==> config.mk <==
export PLATFORM = sky130hd
export DESIGN_NAME = load_sense_seq
export DESIGN_NICKNAME = d
export VERILOG_FILES = /design/src/rtl/lss_pkg.sv /design/src/rtl/lss_bus_master.sv /design/src/rtl/lss_settle_timer.sv /design/src/rtl/lss_sequencer.sv /design/src/rtl/load_sense_seq.sv
export SDC_FILE = /design/constraint.sdc
export NUM_CORES = 1
export LEC_CHECK = 0
export ABC_AREA = 1
export BUFFER_PORTS_ARGS = -buffer_cell sky130_fd_sc_hd__buf_2
export CAP_MARGIN = 20
export CORE_MARGIN = 2
export CORE_UTILIZATION = 48
export CTS_CLUSTER_SIZE = 14
export DETAILED_ROUTE_END_ITERATION = 10
export HOLD_SLACK_MARGIN = 0.02
export PLACE_DENSITY = 0.68
export SYNTH_ARGS = -nofsm -noshare
export SYNTH_HDL_FRONTEND = slang
export SYNTH_SLANG_ARGS = --single-unit
==> constraint.sdc <==
create_clock -name clk_i -period 2.05 [get_ports clk_i]
set_input_delay 0.41 -clock clk_i [delete_from_list [all_inputs] [get_ports clk_i]]
set_output_delay 0.41 -clock clk_i [all_outputs]
set_load 0.005 [all_outputs]
==> src/rtl/lss_pkg.sv <==
package lss_pkg;
  localparam int unsigned REG_W = 32;

  // bit positions decoded by the register file
  localparam int unsigned HEAD_EN_BIT    = 0;
  localparam int unsigned TEST_ROUTE_BIT = 12;
  localparam int unsigned DAC_PWRDN_BIT  = 16;
  localparam int unsigned LOAD_SENSE_BIT = 28;

  localparam logic [REG_W-1:0] HEAD_EN_M    = REG_W'(1) << HEAD_EN_BIT;
  localparam logic [REG_W-1:0] TEST_ROUTE_M = REG_W'(1) << TEST_ROUTE_BIT;
  localparam logic [REG_W-1:0] DAC_PWRDN_M  = REG_W'(1) << DAC_PWRDN_BIT;
  localparam logic [REG_W-1:0] ROUTE_QUIET_M = 32'h0000_FEEE;

  localparam logic [1:0] TEST_MODE  = 2'b10;
  localparam logic [9:0] TEST_LEVEL = 10'h140;  // ~30% of full scale
  localparam logic [REG_W-1:0] TEST_WORD = {TEST_MODE, TEST_LEVEL, TEST_LEVEL, TEST_LEVEL};

  typedef enum logic [4:0] {
    S_IDLE,
    S_RD_ROUTE,
    S_RD_TCTRL,
    S_DAC_ON,
    S_ROUTE_OFF,
    S_WAIT_A,
    S_RD_ROUTE2,
    S_ROUTE_ON,
    S_TDATA,
    S_RD_TCTRL2,
    S_TEST_ON,
    S_WAIT_B,
    S_SENSE,
    S_TEST_OFF,
    S_RST_ROUTE,
    S_RST_TCTRL,
    S_DONE
  } seq_state_e;
endpackage

==> src/rtl/lss_bus_master.sv <==
module lss_bus_master #(
  parameter int unsigned ADDR_W = 8,
  parameter int unsigned DATA_W = 32
) (
  input  logic              clk_i,
  input  logic              rst_ni,
  input  logic              go_i,
  input  logic              we_i,
  input  logic [ADDR_W-1:0] addr_i,
  input  logic [DATA_W-1:0] wdata_i,
  output logic              req_o,
  output logic              we_o,
  output logic [ADDR_W-1:0] addr_o,
  output logic [DATA_W-1:0] wdata_o,
  input  logic              ack_i,
  input  logic [DATA_W-1:0] rdata_i,
  output logic              done_o,
  output logic [DATA_W-1:0] rdata_o
);
  logic              req_q, we_q, done_q;
  logic [ADDR_W-1:0] addr_q;
  logic [DATA_W-1:0] wdata_q, rdata_q;
  logic              hit;

  assign hit = req_q && ack_i;

  always_ff @(posedge clk_i or negedge rst_ni) begin
    if (!rst_ni) begin
      req_q   <= 1'b0;
      we_q    <= 1'b0;
      addr_q  <= '0;
      wdata_q <= '0;
      done_q  <= 1'b0;
      rdata_q <= '0;
    end else begin
      done_q <= hit;
      if (go_i && !req_q) begin
        req_q   <= 1'b1;
        we_q    <= we_i;
        addr_q  <= addr_i;
        wdata_q <= wdata_i;
      end else if (hit) begin
        req_q <= 1'b0;
      end
      if (hit && !we_q) rdata_q <= rdata_i;
    end
  end

  assign req_o   = req_q;
  assign we_o    = we_q;
  assign addr_o  = addr_q;
  assign wdata_o = wdata_q;
  assign done_o  = done_q;
  assign rdata_o = rdata_q;

  // request fields frozen until acknowledged
  p_req_stable_r10: assert property (@(posedge clk_i) disable iff (!rst_ni)
    req_q && !ack_i |=> req_q && $stable(addr_q) && $stable(we_q) && $stable(wdata_q));

  // no second issue while one is pending
  p_one_outstanding_r10: assert property (@(posedge clk_i) disable iff (!rst_ni)
    req_q && !ack_i |-> !go_i);

  // completion reported right after acknowledge
  p_done_after_ack_r10: assert property (@(posedge clk_i) disable iff (!rst_ni)
    req_q && ack_i |=> done_o && !req_o);
endmodule

==> src/rtl/lss_settle_timer.sv <==
module lss_settle_timer #(
  parameter int unsigned CNT_W = 20
) (
  input  logic             clk_i,
  input  logic             rst_ni,
  input  logic             load_i,
  input  logic [CNT_W-1:0] cycles_i,
  output logic             zero_o
);
  localparam logic [CNT_W-1:0] ONE = CNT_W'(1);

  logic [CNT_W-1:0] cnt_q;

  always_ff @(posedge clk_i or negedge rst_ni) begin
    if (!rst_ni)              cnt_q <= '0;
    else if (load_i)          cnt_q <= cycles_i;
    else if (cnt_q != '0)     cnt_q <= cnt_q - ONE;
  end

  assign zero_o = (cnt_q == '0);

  // unloaded counter steps down by one per cycle
  p_count_down_r7: assert property (@(posedge clk_i) disable iff (!rst_ni)
    !load_i && cnt_q != '0 |=> cnt_q == $past(cnt_q) - ONE);

  // load takes the programmed value
  p_load_r7: assert property (@(posedge clk_i) disable iff (!rst_ni)
    load_i |=> cnt_q == $past(cycles_i));
endmodule

==> src/rtl/lss_sequencer.sv <==
module lss_sequencer
  import lss_pkg::*;
#(
  parameter int unsigned       ADDR_W     = 8,
  parameter logic [ADDR_W-1:0] ROUTE_ADDR = ADDR_W'('h04),
  parameter logic [ADDR_W-1:0] TCTRL_ADDR = ADDR_W'('h08),
  parameter logic [ADDR_W-1:0] TDATA_ADDR = ADDR_W'('h0C)
) (
  input  logic              clk_i,
  input  logic              rst_ni,
  input  logic              start_i,
  input  logic              settle_zero_i,
  output logic              tmr_load_o,
  output logic              go_o,
  output logic              we_o,
  output logic [ADDR_W-1:0] addr_o,
  output logic [REG_W-1:0]  wdata_o,
  input  logic              op_done_i,
  input  logic [REG_W-1:0]  rd_data_i,
  output logic              in_wait_o,
  output logic              busy_o,
  output logic              done_o,
  output logic              present_o
);
  seq_state_e       state_q, state_d;
  logic             issued_q;
  logic [REG_W-1:0] save_route_q, save_tctrl_q;
  logic             present_q;
  logic             bus_state;

  function automatic seq_state_e step_after(seq_state_e s);
    case (s)
      S_RD_ROUTE:  return S_RD_TCTRL;
      S_RD_TCTRL:  return S_DAC_ON;
      S_DAC_ON:    return S_ROUTE_OFF;
      S_ROUTE_OFF: return S_WAIT_A;
      S_RD_ROUTE2: return S_ROUTE_ON;
      S_ROUTE_ON:  return S_TDATA;
      S_TDATA:     return S_RD_TCTRL2;
      S_RD_TCTRL2: return S_TEST_ON;
      S_TEST_ON:   return S_WAIT_B;
      S_SENSE:     return S_TEST_OFF;
      S_TEST_OFF:  return S_RST_ROUTE;
      S_RST_ROUTE: return S_RST_TCTRL;
      S_RST_TCTRL: return S_DONE;
      default:     return S_IDLE;
    endcase
  endfunction

  assign bus_state = !(state_q inside {S_IDLE, S_WAIT_A, S_WAIT_B, S_DONE});
  assign go_o      = bus_state && !issued_q;

  // bus operation per step
  always_comb begin
    we_o    = 1'b0;
    addr_o  = ROUTE_ADDR;
    wdata_o = '0;
    case (state_q)
      S_RD_TCTRL, S_RD_TCTRL2, S_SENSE: addr_o = TCTRL_ADDR;
      S_DAC_ON: begin
        we_o = 1'b1; addr_o = TCTRL_ADDR; wdata_o = save_tctrl_q & ~DAC_PWRDN_M;
      end
      S_ROUTE_OFF: begin
        we_o = 1'b1; wdata_o = save_route_q & ROUTE_QUIET_M;
      end
      S_ROUTE_ON: begin
        we_o = 1'b1; wdata_o = rd_data_i | HEAD_EN_M;
      end
      S_TDATA: begin
        we_o = 1'b1; addr_o = TDATA_ADDR; wdata_o = TEST_WORD;
      end
      S_TEST_ON: begin
        we_o = 1'b1; addr_o = TCTRL_ADDR; wdata_o = rd_data_i | TEST_ROUTE_M;
      end
      S_TEST_OFF: begin
        we_o = 1'b1; addr_o = TCTRL_ADDR; wdata_o = rd_data_i & ~TEST_ROUTE_M;
      end
      S_RST_ROUTE: begin
        we_o = 1'b1; wdata_o = save_route_q;
      end
      S_RST_TCTRL: begin
        we_o = 1'b1; addr_o = TCTRL_ADDR; wdata_o = save_tctrl_q;
      end
      default: ;
    endcase
  end

  always_comb begin
    state_d    = state_q;
    tmr_load_o = 1'b0;
    case (state_q)
      S_IDLE:   if (start_i) state_d = S_RD_ROUTE;
      S_WAIT_A: if (settle_zero_i) state_d = S_RD_ROUTE2;
      S_WAIT_B: if (settle_zero_i) state_d = S_SENSE;
      S_DONE:   state_d = S_IDLE;
      default: begin
        if (op_done_i) begin
          state_d    = step_after(state_q);
          tmr_load_o = state_q inside {S_ROUTE_OFF, S_TEST_ON};
        end
      end
    endcase
  end

  always_ff @(posedge clk_i or negedge rst_ni) begin
    if (!rst_ni) begin
      state_q      <= S_IDLE;
      issued_q     <= 1'b0;
      save_route_q <= '0;
      save_tctrl_q <= '0;
      present_q    <= 1'b0;
    end else begin
      state_q <= state_d;
      if (go_o)           issued_q <= 1'b1;
      else if (op_done_i) issued_q <= 1'b0;
      if (op_done_i) begin
        if (state_q == S_RD_ROUTE) save_route_q <= rd_data_i;
        if (state_q == S_RD_TCTRL) save_tctrl_q <= rd_data_i;
        if (state_q == S_SENSE)    present_q    <= rd_data_i[LOAD_SENSE_BIT];
      end
    end
  end

  assign in_wait_o = (state_q == S_WAIT_A) || (state_q == S_WAIT_B);
  assign busy_o    = (state_q != S_IDLE);
  assign done_o    = (state_q == S_DONE);
  assign present_o = present_q;

  // idle without start stays idle
  p_idle_hold_r11: assert property (@(posedge clk_i) disable iff (!rst_ni)
    state_q == S_IDLE && !start_i |=> state_q == S_IDLE);

  // a busy sequence is never restarted
  p_no_restart_r11: assert property (@(posedge clk_i) disable iff (!rst_ni)
    state_q != S_IDLE |=> state_q != S_RD_ROUTE || $past(state_q) == S_RD_ROUTE);

  // done lasts one cycle
  p_done_pulse_r8: assert property (@(posedge clk_i) disable iff (!rst_ni)
    done_o |=> !done_o && !busy_o);

  // present only moves on the sense step
  p_present_hold_r8: assert property (@(posedge clk_i) disable iff (!rst_ni)
    state_q != S_SENSE |=> $stable(present_q));
endmodule

==> src/rtl/load_sense_seq.sv <==
module load_sense_seq #(
  parameter int unsigned       ADDR_W     = 8,
  parameter int unsigned       CNT_W      = 20,
  parameter logic [ADDR_W-1:0] ROUTE_ADDR = ADDR_W'('h04),
  parameter logic [ADDR_W-1:0] TCTRL_ADDR = ADDR_W'('h08),
  parameter logic [ADDR_W-1:0] TDATA_ADDR = ADDR_W'('h0C)
) (
  input  logic              clk_i,
  input  logic              rst_ni,
  input  logic              start_i,
  input  logic [CNT_W-1:0]  settle_cycles_i,
  output logic              bus_req_o,
  output logic              bus_we_o,
  output logic [ADDR_W-1:0] bus_addr_o,
  output logic [31:0]       bus_wdata_o,
  input  logic              bus_ack_i,
  input  logic [31:0]       bus_rdata_i,
  output logic              busy_o,
  output logic              done_o,
  output logic              present_o
);
  import lss_pkg::*;

  logic              go, op_we, op_done, tmr_load, tmr_zero, in_wait;
  logic [ADDR_W-1:0] op_addr;
  logic [REG_W-1:0]  op_wdata, rd_data;

  lss_sequencer #(
    .ADDR_W    (ADDR_W),
    .ROUTE_ADDR(ROUTE_ADDR),
    .TCTRL_ADDR(TCTRL_ADDR),
    .TDATA_ADDR(TDATA_ADDR)
  ) u_seq (
    .clk_i        (clk_i),
    .rst_ni       (rst_ni),
    .start_i      (start_i),
    .settle_zero_i(tmr_zero),
    .tmr_load_o   (tmr_load),
    .go_o         (go),
    .we_o         (op_we),
    .addr_o       (op_addr),
    .wdata_o      (op_wdata),
    .op_done_i    (op_done),
    .rd_data_i    (rd_data),
    .in_wait_o    (in_wait),
    .busy_o       (busy_o),
    .done_o       (done_o),
    .present_o    (present_o)
  );

  lss_settle_timer #(.CNT_W(CNT_W)) u_timer (
    .clk_i   (clk_i),
    .rst_ni  (rst_ni),
    .load_i  (tmr_load),
    .cycles_i(settle_cycles_i),
    .zero_o  (tmr_zero)
  );

  lss_bus_master #(.ADDR_W(ADDR_W), .DATA_W(REG_W)) u_bus (
    .clk_i  (clk_i),
    .rst_ni (rst_ni),
    .go_i   (go),
    .we_i   (op_we),
    .addr_i (op_addr),
    .wdata_i(op_wdata),
    .req_o  (bus_req_o),
    .we_o   (bus_we_o),
    .addr_o (bus_addr_o),
    .wdata_o(bus_wdata_o),
    .ack_i  (bus_ack_i),
    .rdata_i(bus_rdata_i),
    .done_o (op_done),
    .rdata_o(rd_data)
  );

  // bus quiet during settle waits
  p_wait_quiet_r7: assert property (@(posedge clk_i) disable iff (!rst_ni)
    in_wait |-> !bus_req_o);

  // done never overlaps a request
  p_done_no_req_r8: assert property (@(posedge clk_i) disable iff (!rst_ni)
    done_o |-> !bus_req_o);

  // no request while idle
  p_idle_no_req_r1: assert property (@(posedge clk_i) disable iff (!rst_ni)
    !busy_o |-> !bus_req_o);
endmodule

# Word-level counts from Yosys, hierarchy flattened
# Memories as Yosys holds them, arrays and structs flattened.
# Cells that the tools add are included.
# totals
latch_bits	0
n_memories	1
mem_bits_ro	80
mem_bits_rw	0
elab_cells	74
in_bits	56
regBits	166
# classes
n_lt_le_gt_ge	0
div_mod_pow	0
reduce_logical	25
mux	17
addsub	1
multipliers	0
eq_ne	18
shifts	0
n_bitwise	0
# memory_table
memory	depth	word_bits	read_ports	rd_clocked_by_memory_dff	write_ports	line_no	rtl
(no name shown)	16	5	1	0	0	lss_sequencer.sv:32	case (s)
# op_table
operator	count
one-hot mux 32 bit (8 select lines)	1
equality test 5 x 4 -> 1 bit, second input constant	8
2-to-1 mux 20 bit	2
2-to-1 mux 5 bit	5
logical NOT 20 bit	1
one-hot mux 5 bit (4 select lines)	1
nonzero test 20 bit	1
subtractor 20 x 1 -> 20 bit, second input constant	1
equality test 5 x 3 -> 1 bit, second input constant	3
equality test 5 x 2 -> 1 bit, second input constant	2
nonzero test 5 bit	2
one-hot mux 4 bit (2 select lines)	1
nonzero test 2 bit	4
OR reduction 8 bit	1
2-to-1 mux 1 bit	7
OR reduction 7 bit	1
!= test 2 bit, second input constant	3
AND reduction 2 bit	3
equality test 5 x 1 -> 1 bit, second input constant	1
equality test 5 bit, second input constant	1
logical NOT 5 bit	1
logical AND 1 bit	4
logical NOT 1 bit	4
AND reduction 4 bit	1
2 further kinds	2

# Longest topological paths before layout
# Gate-level depths: netlist of run 1.
# depth
word_depth	6
mapped_depth	13

# By module
# From an unflattened synthesis of run 1, not the netlist that was laid out.
# hier_totals
cells_unflattened	1014
hier_area_um2	8280.4
# modules_own_cells
module	n_inst	area_per_inst_um2	seq_area_each_um2	cells_per_inst
lss_sequencer	1	3727.3	1776.7	470
lss_bus_master	1	3100.5	1876.8	328
lss_settle_timer	1	1452.6	500.5	216

# Least setup slack after synthesis of run 1
# Ideal clock, no wire load.
# synth_timing
path_kind	reg2reg
from	register u_seq.state_q[0]
to	register u_seq.state_q[2]
arrival_ps	1608
synth_period_minus_slack_ps	1726
slack_ps	324
required_ps	1932
stages_incl_launch_ff	11
setup_ps	118
cell_sequence	dfrtp_1 -> ha_1 -> inv_1 -> nor2_1 -> nand2_1 -> nand3_4 -> nor2_1 -> nor2_1 -> nand2_1 -> nand2_1 -> nand2_1
# synth_via
elab_chain_cells	4
# synth_lines
item	line_no	rtl
from (decl)	lss_sequencer.sv:25	seq_state_e state_q, state_d;
from (signal assigned)	lss_sequencer.sv:113	state_q <= state_d;
memory (16 x 5 bit)	--	
2-to-1 mux 5 bit	lss_sequencer.sv:32	
2-to-1 mux 5 bit	lss_sequencer.sv:97	if (op_done_i) begin
one-hot mux 5 bit (4 select lines)	lss_sequencer.sv:91	case (state_q)
# Parallel ways exist; a longest one is shown, timed or not. The select of a mux whose other input is x is not followed.
# A chain may end at the register's enable or synchronous reset.

# Worst setup path after layout of run 1
# layout_timing
from	register u_seq.state_q[0]
to	register u_timer.cnt_q[9]
# layout_via
elab_chain_cells	5
# layout_lines
item	line_no	rtl
equality test 5 x 3 -> 1 bit / equality test 5 x 4 -> 1 bit (equally long branches)	lss_sequencer.sv:99	tmr_load_o = state_q inside {S_ROUTE_OFF, S_TEST_ON};
nonzero test 2 bit	lss_sequencer.sv:99	
2-to-1 mux 1 bit	lss_sequencer.sv:97	
2-to-1 mux 1 bit (*)	lss_sequencer.sv:91	
2-to-1 mux 20 bit / nonzero test 2 bit (equally long branches)	--	
to (signal assigned)	lss_settle_timer.sv:16	else if (load_i) cnt_q <= cycles_i;
to (signal assigned)	lss_settle_timer.sv:17	else if (cnt_q != '0) cnt_q <= cnt_q - ONE;
to (decl)	lss_settle_timer.sv:12	logic [CNT_W-1:0] cnt_q;
# Every way passes the cells marked *; elsewhere a longest branch is shown, timed or not.

==> impl_metrics.py, run 1 <==
metrics = {
    "floorplan": {
        "rows": 46,
        "die_area_um2": 17000,
        "die_w_um": 130,
        "io_pins": 101,
        "start_util": 0.487,
        "core_area_um2": 15700,
        "die-height_um": 130,
    },
    "logic_synthesis": {
        "synth-seq-cells": 160,
        "synthMuxAreaShare": 0,
        "synth_top_family_by_area": "simple AND/OR/NAND/NOR gates",
        "synth_fa_ha_area_frac": 0.0114,
        "synthXorXnorAreaFrac": 0.00687,
        "ys_seq_area_frac": 0.523,
        "synthCells": 996,
        "synth_compound_area_frac": 0.0824,
        "synth_area_um2": 7650,
        "yosysWarnings": 0,
        "synth_cell_type_count": 31,
        "synth_simple_gate_area_frac": 0.303,
        "avgSynthCellArea_um2": 7.68,
    },
    "final_layout": {
        "diodes": 0,
        "final_cells": 1333,
        "final_cell_mix": "nand2_1, dfrtp_1, nor2_1",
        "layout_commonest_cell": "nand2_1",
        "fin_nets": 1167,
        "syn_to_final_growth_pct": 20.4,
        "drive_gt1_frac": 0.166,
        "post-route-util": 0.586,
    },
    "setup_path": {
        "cp-endpoint": "u_timer.cnt_q[9]",
        "ff2ff_setup_slack_ps": 70,
        "start_kind": "register",
        "cp.required_ps": 2400,
        "endpoint_kind": "register",
        "crit_arrival_ps": 2330,
        "worstReg2RegStart": "u_seq.state_q[0]",
        "startpoint": "u_seq.state_q[0]",
        "crit_type": "register to register",
        "timing.rr.end": "u_timer.cnt_q[9]",
        "worstPathMaxFanout": 12,
        "worstRegToRegCells": 11,
    },
    "worst_hold_path": {
        "worstHoldStart": "settle_cycles_i[8]",
        "hold_path.class": "input pin to register",
    },
    "power_and_ir_drop": {
        "peakVddDrop_mv": 0.712,
        "power.total_w": 0.0123,
        "p_per_area_nw_per_um2": 1340,
        "leakage_nw": 4.97,
    },
    "clocking": {
        "clk_pin_slew_worst_paths_ps": 60,
        "tritoncts": "yes",
        "clock_latency_ps": 430,
        "root_buffer": "clkbuf_16",
        "h-tree-depth": 4,
        "clockBufferDepth": 2,
        "clkSinkCount": 160,
        "cts_buffers": 17,
    },
    "routing": {
        "post_drt_via_cell_ratio": 4.94,
        "antenna_left": 0,
        "wl_per_cell_um": 13.8,
        "drt_iter0_markers": 519,
        "drc": 0,
        "first_pass_iters": 5,
        "vias": 6586,
        "totalWireLength_um": 18300,
    },
    "global_route": {
        "grt_max_degree": 65,
        "antenna_found_initial": 0,
        "overflow": 0,
        "grt_pass1_wl_um": 29900,
        "grt_pass1_vias": 6136,
        "grtUsageTotal": 0.228,
    },
    "sta": {
        "finalClockSkew_ps": 8.57,
        "min_period_over_period": 0.965,
        "rsz0062_at_grt": "true",
        "hold_viol_final": 0,
        "setup_slack_ps": 72.2,
        "slew_viol_final": 0,
        "setup_viol": 0,
        "finalCriticalPeriod_ps": 1980,
        "clock.fmax_ghz": 0.506,
        "fin_tns_setup_ps": 0,
    },
    "job": {
        "cap_violations": 0,
    },
    "placed_design": {
        "place_congestion": 0.866,
        "dp_hpwl_um": 12000,
        "io_buffers": 94,
        "dp_slack_ps": 25.8,
        "dp_cells": 1293,
    },
    "run_status": {
        "status": "completed",
    },
}
-- per-layer routing --
metal  up-vias  global-route usage  wire length, um
met3        13              0.0435              764
met4         0              0.0670              186
met1      3110               0.317             8630
met5         -                   0                0
li1       3322                   -                -
met2       141               0.366             8770
-- cell type report --
class                   instances  area (um^2)
multi-input cells             716         3150
inverters                      82          310
flip-flops and latches        160         4010
clock buffers                  23          498
well taps                     216          270
fillers                      1486         6500
repair buffers                127          881
clock inverters                 9         93.8
-- report_power, final --
group          total [W]  internal [W]  switching (W)
Combinational    0.00390       0.00156        0.00234
Sequential       0.00527       0.00446       0.000813
Clock            0.00316       0.00185        0.00131
Total             0.0123       0.00787        0.00446
-- Yosys cell counts (all sizes together) --
cell	n	area, um^2
dfrtp	160	4000
buf	22	164
ha	7	87.6
a21oi	46	230
xor2	3	26.3
or2	1	6.26
nand2	398	1510
conb	1	3.75
nor3	2	15.0
o21bai	1	7.51
nand4	8	50.1
nand3	49	258
inv	81	307
clkinv	1	3.75
nand3b	5	37.5
nor2	108	442
clkbuf	22	82.6
o21ai	77	385
a22oi	1	7.51
xnor2	3	26.3
-- worst max-delay path: stages (launching register included) --
cell     delay [ps]
dfrtp_2         440
buf_4           140
ha_1            200
inv_1            80
nor2_2           70
nand2_2         120
nand3_4         100
buf_4           170
nor2_4          160
buf_4           210
nand2_1          70
a21oi_1         150
-- through the flow --
| stage | hold WS (ps) | area [um^2] |
|---|---|---|
| final | 192 | 9210 |
| after CTS | 182 | 9130 |
| after global placement | 375 | 8530 |
| after detailed placement | 374 | 8530 |
| after global routing | 194 | 9210 |
| after floorplan | 114 | 7670 |
-- sequential cells by signal, summed over array words and instances (netlist names), 2 cells and up --
name                flops
u_bus.addr_o            2
u_bus.rdata_o          32
u_bus.wdata_o          32
u_seq.save_route_q     32
u_seq.save_tctrl_q     32
u_seq.state_q           5
u_timer.cnt_q          20
-- worst min-delay path by stage --
stage,end,slack (ps),cells after the start
final,u_timer.cnt_q[8],190,3
after global routing,u_timer.cnt_q[8],190,3
after global placement,u_seq.state_q[0],370,1
after floorplan,u_bus.addr_o[2],110,0
after CTS,u_timer.cnt_q[8],180,3
after detailed placement,u_seq.state_q[0],370,1
-- kinds of logic (layout without fill, tap and decap cells) --
family                     count (synthesis)  after routing
xor gates and xnor gates                   6              6
and+or+nand+nor                          571            572
adders and majority gates                  7              7
AOI/OAI and AO/OA                        125            125
other                                      1              6
buffers and inverters                    126            241
DFF                                      160            160
-- what timing repair did --
action,CTS,global route
endpoints found under the hold margin,42,0
hold buffers,1,0
endpoints found under the setup margin,0,55
setup buffers,0,6
gates resized for setup,0,11
Note: power is estimated with default switching activity, not from simulation.
==> inputs of run 2 (changes only) <==
--- a/config.mk
+++ b/config.mk
@@ -13,7 +13,7 @@
 export CTS_CLUSTER_SIZE = 14
 export DETAILED_ROUTE_END_ITERATION = 10
 export HOLD_SLACK_MARGIN = 0.02
-export PLACE_DENSITY = 0.68
+export PLACE_DENSITY = 0.65
 export SYNTH_ARGS = -nofsm -noshare
 export SYNTH_HDL_FRONTEND = slang
 export SYNTH_SLANG_ARGS = --single-unit
==> run 2 against run 1 <==
First-iteration DRC count decreased by 8.9%. Register-to-register slack gained 40 ps. Routed wire length rose by 3.6%. Clock skew is 1.2 ps higher.
==> impl_metrics.py, run 2 (synthesis results as in run 1) <==
metrics = {
    "run_status": {
        "status": "completed",
    },
    "routing": {
        "antenna_left": 0,
        "wl_per_cell_um": 14.2,
        "drt_iter0_markers": 473,
        "first_pass_iters": 5,
        "totalWireLength_um": 19000,
        "drc": 0,
        "vias": 6704,
        "post_drt_via_cell_ratio": 5.02,
    },
    "power_and_ir_drop": {
        "p_per_area_nw_per_um2": 1320,
        "power.total_w": 0.0123,
        "leakage_nw": 4.97,
        "peakVddDrop_mv": 0.768,
    },
    "floorplan": {
        "die_w_um": 130,
        "die-height_um": 130,
        "io_pins": 101,
        "rows": 46,
        "core_area_um2": 15700,
        "start_util": 0.487,
        "die_area_um2": 17000,
    },
    "final_layout": {
        "drive_gt1_frac": 0.166,
        "diodes": 0,
        "syn_to_final_growth_pct": 21.1,
        "layout.filler_cells": 1465,
        "layout_commonest_cell": "nand2_1",
        "post-route-util": 0.590,
        "final_cell_mix": "nand2_1, dfrtp_1, nor2_1",
        "fin_nets": 1170,
    },
    "setup_path": {
        "cp.required_ps": 1640,
        "start_kind": "register",
        "crit_arrival_ps": 1600,
        "slowest_delay_ps": 430,
        "worstPathCellList": "inv_1, ha_2, inv_1, nor2_2, nand2_1, buf_2",
        "endpoint_kind": "output port",
        "crit_type": "register to output port",
        "crit_top_cell": "inv_1",
        "worstPathMaxFanout": 5,
        "cp_slowest_cell": "dfrtp_1",
        "ff2ff_setup_slack_ps": 110,
    },
    "placed_design": {
        "io_buffers": 94,
        "dp_hpwl_um": 12400,
        "place_congestion": 0.907,
    },
    "sta": {
        "rsz0062_at_grt": "true",
        "min_period_over_period": 0.980,
        "finalCriticalPeriod_ps": 2010,
        "slew_viol_final": 0,
        "clock.fmax_ghz": 0.498,
        "setup_viol": 0,
        "fin_tns_setup_ps": 0,
        "finalClockSkew_ps": 9.80,
        "hold_viol_final": 0,
    },
    "job": {
        "cap_violations": 0,
    },
    "global_route": {
        "grt_pass1_vias": 6326,
        "grtUsageTotal": 0.236,
        "grt_max_degree": 65,
        "grt_pass1_wl_um": 31400,
        "antenna_found_initial": 0,
        "overflow": 0,
    },
    "clocking": {
        "cts_buffers": 17,
        "h-tree-depth": 4,
        "clockBufferDepth": 2,
        "clock_latency_ps": 430,
        "clk_pin_slew_worst_paths_ps": 60,
        "root_buffer": "clkbuf_16",
        "clkSinkCount": 160,
        "tritoncts": "yes",
    },
    "worst_hold_path": {
        "hold_path.class": "input pin to register",
    },
}
[run 2: routing by layer]
| layer | wire length [um] | global-route usage | vias up | part of all wire |
|---|---|---|---|---|
| met1 | 8990 | 0.341 | 3184 | 0.47 |
| met2 | 8850 | 0.366 | 173 | 0.47 |
| met3 | 913 | 0.0443 | 21 | 0.048 |
| met5 | 0 | 0 | - | 0 |
| met4 | 243 | 0.0658 | 0 | 0.013 |
| li1 | - | - | 3326 | - |
[run 2: final timing paths]
path,startpoint,depth (start not counted),endpoint
worst min register to register,u_bus.wdata_o[25],2,u_bus.wdata_o[25]
worst min-delay path,settle_cycles_i[2],3,u_timer.cnt_q[2]
min in group asynchronous,rst_ni,2,u_bus.wdata_o[1]
max in group asynchronous,rst_ni,3,u_seq.state_q[3]
worst max-delay path,u_seq.state_q[1],6,busy_o
worst max register to register,u_seq.state_q[1],13,u_timer.cnt_q[17]
[run 2: power breakdown]
part,switching [W],internal [W],leakage (nW)
Clock,0.00127,0.00174,0.261
Combinational,0.00237,0.00158,2.72
Sequential,0.000837,0.00446,1.99
Total,0.00448,0.00778,4.97
[run 2: worst max-delay path, delay by kind of cell (launching register included)]
kind / cells / cell delay [ps]
fa+ha+maj: 1 / 200
simple gates: 2 / 230
buf+inv: 3 / 330
flops: 1 / 430
[run 2: area by class of cell]
| cell class | count | area, um^2 | area share |
|---|---|---|---|
| tap | 216 | 270 | 0.0292 |
| clock buffer | 24 | 472 | 0.0509 |
| sequential | 160 | 4010 | 0.432 |
| inverter | 82 | 313 | 0.0338 |
| timing repair buffer | 130 | 950 | 0.102 |
| multi-input combinational | 716 | 3170 | 0.343 |
| clock inverter | 8 | 80.1 | 0.00864 |
[run 2: through the flow]
stage | std cells | worst slack [ps] | hold WS, ps | instance area (um^2)
2_1_floorplan | 1001 | 324 | 114 | 7670
6_report | 1336 | 41.6 | 189 | 9270
3_5_place_dp | 1293 | -1.21 | 377 | 8540
5_1_grt | 1336 | -28.5 | 204 | 9270
4_1_cts | 1326 | 0.835 | 179 | 9110
3_3_place_gp | 1293 | 69.3 | 377 | 8540
[run 2: what timing repair did]
action | CTS | global route
gates resized for setup | 2 | 15
buffers inserted | 0 | 8
hold endpoints to repair | 40 | 0
pin swaps | 0 | 3
endpoints found under the setup margin | 13 | 62
gates cloned | 0 | 2
hold buffers | 1 | 0
==> inputs of run 3 (changes only) <==
--- a/config.mk
+++ b/config.mk
@@ -6,7 +6,7 @@
 export NUM_CORES = 1
 export LEC_CHECK = 0
 export ABC_AREA = 1
-export BUFFER_PORTS_ARGS = -buffer_cell sky130_fd_sc_hd__buf_2
+export BUFFER_PORTS_ARGS = -buffer_cell sky130_fd_sc_hd__buf_4
 export CAP_MARGIN = 20
 export CORE_MARGIN = 2
 export CORE_UTILIZATION = 48
@@ -14,6 +14,7 @@
 export DETAILED_ROUTE_END_ITERATION = 10
 export HOLD_SLACK_MARGIN = 0.02
 export PLACE_DENSITY = 0.65
+export SLEW_MARGIN = 20
 export SYNTH_ARGS = -nofsm -noshare
 export SYNTH_HDL_FRONTEND = slang
 export SYNTH_SLANG_ARGS = --single-unit
==> run 3 against run 2 <==
Routed wire length down 2.3%. Fmax grew 3.4%. Sequential share of layout area shrank 1.0 points. Sequential power hardly changed. Non-clock buffer count grew 6. Clock power shrank 2%. Critical path depth unchanged. Largest power group unchanged.
==> impl_metrics.py, run 3 (synthesis results as in run 1) <==
metrics = {
    "setup_path": {
        "cp.required_ps": 1640,
        "worstPathMaxFanout": 3,
        "crit_cells": 6,
        "worstPathCellList": "inv_2, ha_4, inv_1, nor2_2, nand2_2, buf_4",
        "cp_top_family": "flip-flops",
        "crit_arrival_ps": 1530,
        "endpoint_kind": "output port",
        "startpoint": "u_seq.state_q[1]",
        "slowest_delay_ps": 420,
        "cp.buffers_inverters": 3,
        "worstRegToRegCells": 13,
        "worstReg2RegStart": "u_seq.state_q[1]",
        "start_kind": "register",
        "crit_type": "register to output port",
        "cp_slowest_cell": "dfrtp_1",
    },
    "routing": {
        "wl_per_cell_um": 13.9,
        "post_drt_via_cell_ratio": 4.90,
        "first_pass_iters": 5,
        "vias": 6568,
        "drt_iter0_markers": 540,
        "antenna_left": 0,
        "totalWireLength_um": 18600,
        "drc": 0,
    },
    "power_and_ir_drop": {
        "p_per_area_nw_per_um2": 1320,
        "power.total_w": 0.0125,
        "leakage_nw": 5.04,
        "peakVddDrop_mv": 0.791,
    },
    "worst_hold_path": {
        "worstHoldStart": "settle_cycles_i[8]",
        "hold_path.class": "input pin to register",
        "hold_depth": 3,
    },
    "global_route": {
        "grt_pass1_wl_um": 30900,
        "antenna_found_initial": 0,
        "grt_pass1_vias": 6243,
        "overflow": 0,
        "grt_max_degree": 65,
        "grtUsageTotal": 0.233,
    },
    "clocking": {
        "clkSinkCount": 160,
        "clock_latency_ps": 430,
        "cts_buffers": 17,
        "clockBufferDepth": 2,
        "h-tree-depth": 4,
        "root_buffer": "clkbuf_16",
        "clk_pin_slew_worst_paths_ps": 70,
        "tritoncts": "yes",
    },
    "floorplan": {
        "core_area_um2": 15700,
        "io_pins": 101,
        "die-height_um": 130,
        "rows": 46,
        "die_area_um2": 17000,
        "start_util": 0.487,
        "die_w_um": 130,
    },
    "final_layout": {
        "multi_input_area_um2": 3160,
        "final_cell_mix": "nand2_1, dfrtp_1, buf_4",
        "layout.area.seq_um2": 4010,
        "layout_commonest_cell": "nand2_1",
        "fin_nets": 1175,
        "diodes": 0,
        "layout.filler_cells": 1464,
        "syn_to_final_growth_pct": 24.1,
        "drive_gt1_frac": 0.173,
    },
    "sta": {
        "timing.hold.ws_ps": 189,
        "finalCriticalPeriod_ps": 1940,
        "hold_viol_final": 0,
        "slew_viol_final": 0,
        "finalClockSkew_ps": 11.3,
        "clock.fmax_ghz": 0.515,
        "setup_viol": 0,
        "min_period_over_period": 0.948,
    },
    "placed_design": {
        "io_buffers": 94,
        "place_congestion": 0.916,
        "dp_hpwl_um": 12300,
    },
    "job": {
        "cap_violations": 0,
    },
    "run_status": {
        "status": "completed",
    },
}
-- run 3: cell types whose count changed in the layout (fill, tap and decap cells not counted), sizes merged --
cell | previous run | this run
buf | 128 | 135
clkinvlp | 3 | 1
inv | 83 | 85
clkbuf | 25 | 21
clkinv | 3 | 6
nor2 | 109 | 108
bufinv | 1 | 0
-- run 3: metal layers --
layer	global-route usage	wire, um
met5	0	0
met2	0.369	8680
met3	0.0390	611
met1	0.333	9100
met4	0.0677	167
-- run 3: where the power goes --
part	total (W)	switching, W	internal [W]
clock	0.00296	0.00131	0.00165
combinational	0.00424	0.00239	0.00185
sequential	0.00528	0.000826	0.00446
total	0.0125	0.00453	0.00795
-- run 3: path summary, 6_finish.rpt --
| check | endpoint | slack (ps) |
|---|---|---|
| worst max-delay path | busy_o | 110 |
| worst min-delay path | u_timer.cnt_q[8] | 190 |
| worst max register to register | u_bus.wdata_o[31] | 110 |
| worst min register to register | u_bus.wdata_o[5] | 470 |
| max in group asynchronous | u_seq.save_tctrl_q[15] | 960 |
| min in group asynchronous | u_seq.state_q[0] | 460 |
-- run 3: area by class of cell --
| type | instances | area share |
|---|---|---|
| clock buffers | 21 | 0.0496 |
| clock inverters | 10 | 0.00778 |
| inverters | 82 | 0.0330 |
| multi-input cells | 715 | 0.333 |
| flip-flops and latches | 160 | 0.422 |
| well taps | 216 | 0.0285 |
| repair buffers | 136 | 0.126 |
-- run 3: through the flow --
step	instances	setup TNS, ps	setup WS (ps)	instance area (um^2)	util
5_1_grt	1340	-107	-18.0	9490	0.604
4_1_cts	1331	0	18.4	9380	0.597
3_5_place_dp	1296	-6.53	-6.53	8800	0.560
2_1_floorplan	1001	0	324	7670	-
6_report	1340	0	107	9490	0.604
3_3_place_gp	1296	0	79.1	8800	0.560
-- run 3: what timing repair did --
item / in CTS / in global routing
endpoints found under the hold margin: 35 / 0
pin swaps: 0 / 6
buffers inserted: 3 / 9
hold buffers: 1 / 0
endpoints found under the setup margin: 8 / 58
gates resized for setup: 0 / 16
-- run 3: worst min-delay path: cells and delay by family --
kind | cells | cell delay, ps
AND/OR/NAND/NOR | 2 | 90
buffers and inverters | 1 | 80
